`src/rtl/sdh_irq_pkg.sv`:
```
package sdh_irq_pkg;
    localparam int DW   = 32;
    localparam int NERR = 7;

    typedef enum logic [1:0] {
        AD_STAT_A = 2'd0,
        AD_MASK_A = 2'd1,
        AD_STAT_B = 2'd2,
        AD_MASK_B = 2'd3
    } reg_word_e;

    localparam int A_RSP  = 0;
    localparam int A_DATA = 2;
    localparam int A_REM  = 3;
    localparam int A_INS  = 4;
    localparam int A_CD   = 5;

    localparam int B_DAT0 = 7;
    localparam int B_RBUF = 8;
    localparam int B_WBUF = 9;
    localparam int B_BUSY = 14;
    localparam int B_ILA  = 15;

    localparam logic [DW-1:0] A_STICKY = 32'h0000_001D;
    localparam logic [DW-1:0] A_LIVE   = 32'h0000_0020;
    localparam logic [DW-1:0] B_STICKY = 32'h0000_837F;
    localparam logic [DW-1:0] B_LIVE   = 32'h0000_4080;
endpackage

```
`src/rtl/sdh_sticky_reg.sv`:
```
module sdh_sticky_reg #(
    parameter int W = 32,
    parameter logic [W-1:0] STICKY = '0,
    parameter logic [W-1:0] LIVE   = '0
) (
    input  logic         clk,
    input  logic         rst_n,
    input  logic         wr,
    input  logic [W-1:0] wdata,
    input  logic [W-1:0] set,
    input  logic [W-1:0] live,
    output logic [W-1:0] q,
    output logic [W-1:0] value
);
    logic [W-1:0] keep;

    always_comb keep = wr ? wdata : '1;

    always_ff @(posedge clk) begin
        if (!rst_n) q <= '0;
        else        q <= ((q & keep) | set) & STICKY;
    end

    always_comb value = (q & STICKY) | (live & LIVE);
endmodule

```
`src/rtl/sdh_edge_det.sv`:
```
module sdh_edge_det #(
    parameter int N = 2
) (
    input  logic         clk,
    input  logic         rst_n,
    input  logic [N-1:0] lvl,
    output logic [N-1:0] rise
);
    logic [N-1:0] prev;

    for (genvar i = 0; i < N; i++) begin : g_edge
        always_ff @(posedge clk) begin
            if (!rst_n) prev[i] <= 1'b0;
            else        prev[i] <= lvl[i];
        end
        assign rise[i] = lvl[i] & ~prev[i];
    end
endmodule

```
`src/rtl/sdh_cd_filter.sv`:
```
module sdh_cd_filter #(
    parameter int DEBOUNCE = 4
) (
    input  logic clk,
    input  logic rst_n,
    input  logic cd_raw,
    output logic present,
    output logic ins_evt,
    output logic rem_evt
);
    localparam int CW = (DEBOUNCE > 1) ? $clog2(DEBOUNCE) : 1;
    localparam logic [CW-1:0] LAST = CW'(DEBOUNCE - 1);

    typedef enum logic [1:0] {IDLE_OUT, CHK_IN, SEATED, CHK_OUT} cd_state_e;

    cd_state_e state, nstate;
    logic [CW-1:0] cnt, ncnt;
    logic s1, s2;

    always_ff @(posedge clk) begin
        if (!rst_n) begin
            s1 <= 1'b0;
            s2 <= 1'b0;
        end else begin
            s1 <= cd_raw;
            s2 <= s1;
        end
    end

    always_ff @(posedge clk) begin
        if (!rst_n) begin
            state <= IDLE_OUT;
            cnt   <= '0;
        end else begin
            state <= nstate;
            cnt   <= ncnt;
        end
    end

    always_comb begin
        nstate = state;
        ncnt   = cnt;
        unique case (state)
            IDLE_OUT: if (s2) begin nstate = CHK_IN; ncnt = '0; end
            CHK_IN: begin
                if (!s2)              nstate = IDLE_OUT;
                else if (cnt == LAST) nstate = SEATED;
                else                  ncnt = cnt + 1'b1;
            end
            SEATED: if (!s2) begin nstate = CHK_OUT; ncnt = '0; end
            CHK_OUT: begin
                if (s2)               nstate = SEATED;
                else if (cnt == LAST) nstate = IDLE_OUT;
                else                  ncnt = cnt + 1'b1;
            end
        endcase
    end

    always_comb begin
        present = (state == SEATED) || (state == CHK_OUT);
        ins_evt = (state == CHK_IN)  && s2  && (cnt == LAST);
        rem_evt = (state == CHK_OUT) && !s2 && (cnt == LAST);
    end
endmodule

```
`src/rtl/sdh_irq_status.sv`:
```
module sdh_irq_status
    import sdh_irq_pkg::*;
#(
    parameter int DEBOUNCE = 4
) (
    input  logic            clk,
    input  logic            rst_n,
    input  logic [1:0]      reg_addr,
    input  logic            reg_wr,
    input  logic [DW-1:0]   reg_wdata,
    output logic [DW-1:0]   reg_rdata,
    input  logic            evt_rsp_done,
    input  logic            evt_data_done,
    input  logic [NERR-1:0] err_evt,
    input  logic            evt_ill_access,
    input  logic            rbuf_rdy,
    input  logic            wbuf_rdy,
    input  logic            dat0_lvl,
    input  logic            cmd_busy,
    input  logic            cd_raw,
    output logic            irq
);
    reg_word_e word;
    logic [DW-1:0] set_a, set_b, live_a, live_b;
    logic [DW-1:0] stat_a_q, stat_b_q, val_a, val_b;
    logic [DW-1:0] mask_a_q, mask_b_q;
    logic [1:0] buf_rise;
    logic cd_present, cd_ins, cd_rem;

    assign word = reg_word_e'(reg_addr);

    sdh_cd_filter #(.DEBOUNCE(DEBOUNCE)) u_cd (
        .clk(clk), .rst_n(rst_n), .cd_raw(cd_raw),
        .present(cd_present), .ins_evt(cd_ins), .rem_evt(cd_rem)
    );

    sdh_edge_det #(.N(2)) u_buf (
        .clk(clk), .rst_n(rst_n), .lvl({wbuf_rdy, rbuf_rdy}), .rise(buf_rise)
    );

    always_comb begin
        set_a = '0;
        set_a[A_RSP]  = evt_rsp_done;
        set_a[A_DATA] = evt_data_done;
        set_a[A_REM]  = cd_rem;
        set_a[A_INS]  = cd_ins;
        live_a = '0;
        live_a[A_CD] = cd_present;

        set_b = '0;
        set_b[NERR-1:0] = err_evt;
        set_b[B_RBUF]   = buf_rise[0];
        set_b[B_WBUF]   = buf_rise[1];
        set_b[B_ILA]    = evt_ill_access;
        live_b = '0;
        live_b[B_DAT0] = dat0_lvl;
        live_b[B_BUSY] = cmd_busy;
    end

    sdh_sticky_reg #(.W(DW), .STICKY(A_STICKY), .LIVE(A_LIVE)) u_stat_a (
        .clk(clk), .rst_n(rst_n), .wr(reg_wr && word == AD_STAT_A),
        .wdata(reg_wdata), .set(set_a), .live(live_a),
        .q(stat_a_q), .value(val_a)
    );

    sdh_sticky_reg #(.W(DW), .STICKY(B_STICKY), .LIVE(B_LIVE)) u_stat_b (
        .clk(clk), .rst_n(rst_n), .wr(reg_wr && word == AD_STAT_B),
        .wdata(reg_wdata), .set(set_b), .live(live_b),
        .q(stat_b_q), .value(val_b)
    );

    always_ff @(posedge clk) begin
        if (!rst_n) begin
            mask_a_q <= '1;
            mask_b_q <= '1;
        end else if (reg_wr) begin
            if (word == AD_MASK_A) mask_a_q <= reg_wdata;
            if (word == AD_MASK_B) mask_b_q <= reg_wdata;
        end
    end

    always_comb begin
        unique case (word)
            AD_STAT_A: reg_rdata = val_a;
            AD_MASK_A: reg_rdata = mask_a_q;
            AD_STAT_B: reg_rdata = val_b;
            AD_MASK_B: reg_rdata = mask_b_q;
        endcase
    end

    always_comb irq = |(stat_a_q & ~mask_a_q) | |(stat_b_q & ~mask_b_q);
endmodule

```
`config.mk`:
```
export PLATFORM = sky130hd
export DESIGN_NAME = sdh_irq_status
export DESIGN_NICKNAME = d
export VERILOG_FILES = /design/src/rtl/sdh_irq_pkg.sv /design/src/rtl/sdh_sticky_reg.sv /design/src/rtl/sdh_edge_det.sv /design/src/rtl/sdh_cd_filter.sv /design/src/rtl/sdh_irq_status.sv
export SDC_FILE = /design/constraint.sdc
export NUM_CORES = 1
export LEC_CHECK = 0
export BUFFER_PORTS_ARGS = -buffer_cell sky130_fd_sc_hd__buf_2
export CELL_PAD_IN_SITES_DETAIL_PLACEMENT = 0
export CELL_PAD_IN_SITES_GLOBAL_PLACEMENT = 1
export CORE_MARGIN = 2
export CORE_UTILIZATION = 42
export DETAILED_ROUTE_END_ITERATION = 12
export GPL_TIMING_DRIVEN = 0
export PLACE_DENSITY = 0.9
export SLEW_MARGIN = 20
export SYNTH_ARGS = -nofsm -noshare
export SYNTH_HDL_FRONTEND = slang
export SYNTH_SLANG_ARGS = --single-unit
export TNS_END_PERCENT = 10
```
`constraint.sdc`:
```
create_clock -name clk -period 2.48 [get_ports clk]
set_clock_uncertainty 0.2 [all_clocks]
set_input_delay 0.248 -clock clk [delete_from_list [all_inputs] [get_ports clk]]
set_output_delay 0.248 -clock clk [all_outputs]
set_load 0.02 [all_outputs]
```
After elaboration in Yosys (flattened, before gate mapping)
Cells that the tools add are included.
{ "word_totals": {"input_bits": 52, "register_bits": 86} }
{ "op_classes": {"n_reduce_logical": 16, "n_mux": 16, "eq_ne": 13, "n_bitwise": 15, "n_addsub": 1} }
{ "ops": {"columns": ["operator", "n"], "rows": [
  ["one-hot mux 32 bit (4 select lines)", 1],
  ["NOT 32 bit", 2],
  ["OR reduction 32 bit", 2],
  ["AND 16 x 32 -> 32 bit", 1],
  ["AND 5 x 32 -> 32 bit", 1],
  ["two-way mux 2 bit", 11],
  ["AND 16 bit", 1],
  ["two-way mux 16 bit", 1],
  ["bitwise OR 16 x 15 -> 16 bit", 1],
  ["bitwise OR 16 bit", 1],
  ["one-hot mux 2 bit (4 select lines)", 2],
  ["== test 2 bit (second input constant)", 5],
  ["AND reduction 4 bit", 2],
  ["logical AND 1 bit", 6],
  ["bitwise OR 5 x 6 -> 6 bit", 1],
  ["AND 5 bit", 1],
  ["two-way mux 5 bit", 1],
  ["bitwise OR 5 bit", 1],
  ["== test 2 x 1 -> 1 bit (second input constant)", 2],
  ["logical NOT 2 bit", 2],
  ["inequality test 2 x 1 -> 1 bit (second input constant)", 2],
  ["inequality test 2 bit (second input constant)", 2],
  ["AND reduction 2 bit", 2],
  ["inequality test 3 x 1 -> 1 bit (second input constant)", 1],
  ["other kinds (7)", 9]
]} }

Longest topological paths before layout
{ "depth": {"depth_word": 5, "ltp_mapped": 8, "ltp_nobuf": 4} }

By module
A second synthesis with hierarchy kept.
{ "hier_totals": {"cells_unflattened": 615, "hier_area_um2": 5343.9} }
{ "modules_own_cells": {"columns": ["module", "cells_per_inst", "area_each_um2", "instances"], "rows": [
  ["sdh_irq_status", 410, 3567.2, 1],
  ["sdh_sticky_reg at u_stat_b", 95, 822.0, 1],
  ["sdh_sticky_reg at u_stat_a", 77, 619.3, 1],
  ["sdh_cd_filter", 27, 255.2, 1],
  ["sdh_edge_det", 6, 80.1, 1]
]} }

Worst setup path after synthesis
No wires, ideal clock.
{ "synth_path": {"path_kind": "input to output", "start": "input reg_addr[1]", "end": "output reg_rdata[16]", "cell_stages": 4, "required_ns": 2.032, "path_slack_ns": 0.972, "t_arrival_ns": 1.060, "path_cell_list": "buf_6 -> buf_2 -> mux2i_1 -> nor2b_1"} }
{ "synth_between": {"elab_chain_len": 2} }
{ "synth_lines": {"columns": ["item", "line", "rtl"], "rows": [
  ["start, declared", "sdh_irq_status.sv:8", "input logic [1:0] reg_addr,"],
  ["== test 2 bit, or another cell as far along", "sdh_irq_status.sv:83", "unique case (word)"],
  ["one-hot mux 32 bit (4 select lines) (*)", "sdh_irq_status.sv:83", null],
  ["end, declared", "sdh_irq_status.sv:11", "output logic [DW-1:0] reg_rdata,"]
]} }
Mark *: on every way between the ends. The rest lies on a longest branch, timed or not.

Worst setup path in the final report
{ "layout_path": {"start": "register mask_a_q[4]", "end": "output irq"} }
{ "layout_between": {"elab_chain_len": 4} }
{ "layout_lines": {"columns": ["item", "line", "rtl"], "rows": [
  ["start, declared", "sdh_irq_status.sv:26", "logic [DW-1:0] mask_a_q, mask_b_q;"],
  ["start signal, assigned", "sdh_irq_status.sv:77", "if (word == AD_MASK_A) mask_a_q <= reg_wdata;"],
  ["NOT 32 bit", "sdh_irq_status.sv:91", "always_comb irq = |(stat_a_q & ~mask_a_q) | |(stat_b_q & ~mask_b_q);"],
  ["AND 5 x 32 -> 32 bit", "sdh_irq_status.sv:91", null],
  ["OR reduction 32 bit", "sdh_irq_status.sv:91", null],
  ["bitwise OR 1 bit", "sdh_irq_status.sv:91", null],
  ["end, declared", "sdh_irq_status.sv:21", "output logic irq"]
]} }
No other way between the ends.

==> impl_metrics.toml <==
[outcome]
status = "finished, final reports clean"

[synthesis]
synth_cells = 461
ys_types = 32
dominantRegCellSynth = "dfxtp_1"
syn_nets = 514
ys_ff_latch = 86
synth_area_um2 = 3780
synth.top_cell.area_share_pct = 45.6
synth_edf_count = 0
avgSynthCellArea_um2 = 8.20
ys_seq_area_share_pct = 45.6
synth_common_cells = "133 x nand2_1, 86 x dfxtp_1, 63 x nand3_1"
yosysWarnings = 0
yosys.area.top_type = "dfxtp_1"
yosysMostFrequentCell = "nand2_1"
synthTopCellsByArea = "dfxtp_1 46%, nand2_1 13%, nand3_1 8.3%"
async_flop_share_pct = 0

[pwr]
switching_share_pct = 28.4
seqPwrFrac_pct = 49.7
switchingPower_uw = 855
p_total_mw = 3.01
p_per_area_nw_per_um2 = 595
max-vdd-ir-drop_uv = 333
intPower_mw = 2.15
leakagePower_nw = 2.44
p_clk_share_pct = 33.0
pwr-share-comb_pct = 17.3

[floorplan]
start_util_pct = 43.3
io_pins = 85
fp.dieH_um = 98.9
dieArea_um2 = 9770
core_area_um2 = 8720
num_rows = 34
die_w_um = 98.9

[final_layout]
design_area_um2 = 5060
layout.nets = 661
area_delta_synth_final_pct = 33.9
multiInputGateArea_um2 = 1820
antenna_cells = 0
ff_latch_area_um2 = 1720
drive_gt1_share_pct = 21.0
fillCellCount = 801

[place]
dp.final_hpwl_um = 7280
post_dp_cell_area_um2 = 4320
io_buffers = 82
place_congestion = 0.797

[critical_path]
slowest_delay_ns = 0.53
crit_slowest_cell = "a2111oi_0"
critPathLaunchType = "register"
cp_top_family = "compound AO/OA/AOI/OAI gates"
cp_num_buf_inv = 1
cp.required_ns = 2.03
criticalPathCategory = "register to output port"
worstPathMaxFanout = 3
arrival_ns = 1.76
end_kind = "output port"
path_cells = "o22ai_1 > a2111oi_0 > nand3_1 > buf_2"

[route]
wl_per_cell_um = 15.3
ant_nets = 0
drt_first_pass_iters = 4
viasPerCell = 5.19
drtIter0Drc = 214
vias = 3740
routed_wl_um = 11000
drc_errors = 0

[clocking]
clock-root-buffer = "clkbuf_8"
clk_pin_slew_ns = 0.09
h-tree-depth = 3
cts_made_buffers = 9
clock-sinks = 86
clockBufferDepth = 2
clock_latency_ns = 0.37
cts_resized = 0
cts_tree = "yes"
post_cts_buffers = 0

[timing]
period_minus_slack_ns = 2.21
setup_viol = 0
finalHoldViolCount = 0
maxSlewHeadroom_pct = 60.3
finalMaxSlewViolations = 0
fmax_ghz = 0.452
rsz0062_at_grt = "no"
final.setup.tns_ns = 0
tightest_slew_ns = 0.581
post-route-period-util_pct = 89.2

[grt]
grtUsageTotal_pct = 22.9
grt_overflow = 0
antenna_found_initial = 0
grt_max_degree = 16
grt_pass1_vias = 3598
grt_first_pass_wirelength_um = 17800

[hold_path]
hold_class = "primary input to register"

[job]
cap_viol_max_count = 0
cells by family (layout without fill, tap and decap cells):
group                    count (synthesis)  after routing  share of synthesized area (%)
AND/OR/NAND/NOR                        254            254                           30.4
flip-flops                              86             86                           45.6
AO/OA/AOI/OAI                           46             46                           8.18
buffers and inverters                   45            197                           6.16
multiplexers                            28             28                           9.17
adder cells (fa/ha/maj)                  1              1                          0.331
XOR/XNOR                                 1              1                          0.232
path summary, 6_finish.rpt:
kind	startpoint	endpoint	slack, ns	depth (start not counted)
worst min-delay path	rst_n	u_cd.cnt[1]$_SDFFE_PN0P_	0.04	3
worst max-delay path	mask_a_q[4]$_SDFFE_PN1P_	irq	0.27	4
worst min register to register	u_cd.s1$_SDFF_PN0_	u_cd.s2$_SDFF_PN0_	0.24	1
worst max register to register	u_cd.cnt[0]$_SDFFE_PN0P_	u_cd.cnt[0]$_SDFFE_PN0P_	1.15	4
area by class of cell:
type / count / area share [%]
clock buffers: 9 / 2.45
plain buffers: 32 / 3.63
well taps: 108 / 2.67
repair buffers: 136 / 18.8
flip-flops and latches: 86 / 34.0
clock inverters: 7 / 1.43
multi-input cells: 330 / 36.0
inverters: 13 / 0.964
layer usage:
| layer | wire (µm) | part of all wire, % | track usage (%) | vias to the layer above |
|---|---|---|---|---|
| li1 | - | - | - | 1837 |
| met1 | 4940 | 45 | 31.8 | 1752 |
| met2 | 5230 | 48 | 36.1 | 132 |
| met3 | 663 | 6.0 | 4.54 | 19 |
| met4 | 170 | 1.5 | 7.17 | 0 |
| met5 | 0 | 0 | 0 | - |
state kept, by name (all words and copies together), names as in the netlist, named ones only:
signal	count
mask_a_q	32
mask_b_q	32
u_buf.prev	2
u_cd.cnt	2
u_cd.s1	1
u_cd.s2	1
u_cd.state	1
u_stat_a.q	4
u_stat_b.q	10
metrics by stage:
stage	worst slack (ns)	hold slack, ns	util (%)	std cells
global route	0.246	0.0344	58.0	721
global placement	0.579	0.227	49.6	651
finish	0.268	0.0400	58.0	721
floorplan	0.972	0.170	-	461
detailed placement	0.568	0.232	49.6	651
CTS	0.305	0.0351	58.0	721
what timing repair did:
action / CTS / global route
endpoints found under the hold margin: 80 / 0
setup endpoints to repair: 0 / 0
hold buffers: 54 / 0
power groups by stage:
stage | Sequential (mW) | Combinational (mW) | Clock (mW)
finish | 1.50 | 0.522 | 0.992
global route | 1.50 | 0.571 | 1.06
CTS | 1.49 | 0.520 | 1.01
detailed placement | 1.53 | 0.460 | 0
global placement | 1.52 | 0.455 | 0
floorplan | 1.51 | 0.296 | 0
cell usage in the layout, fill, tap and decap left out, types with 13 or more instances in the layout:
cell type      instances
nor2b_1               21
o21ai_0               19
dlygate4sd3_1         54
inv_1                 13
dfxtp_1               86
mux2i_1               20
clkbuf_1              13
nand3_1               63
nand2_1              133
buf_2                 94
worst register-to-register path, stage by stage (launching register included):
cell and delay, ns:
dfxtp_1 0.34, ha_1 0.28, and2_1 0.18, o21ai_0 0.14, a21boi_0 0.09
No activity file was read; power rests on OpenSTA's default activity.
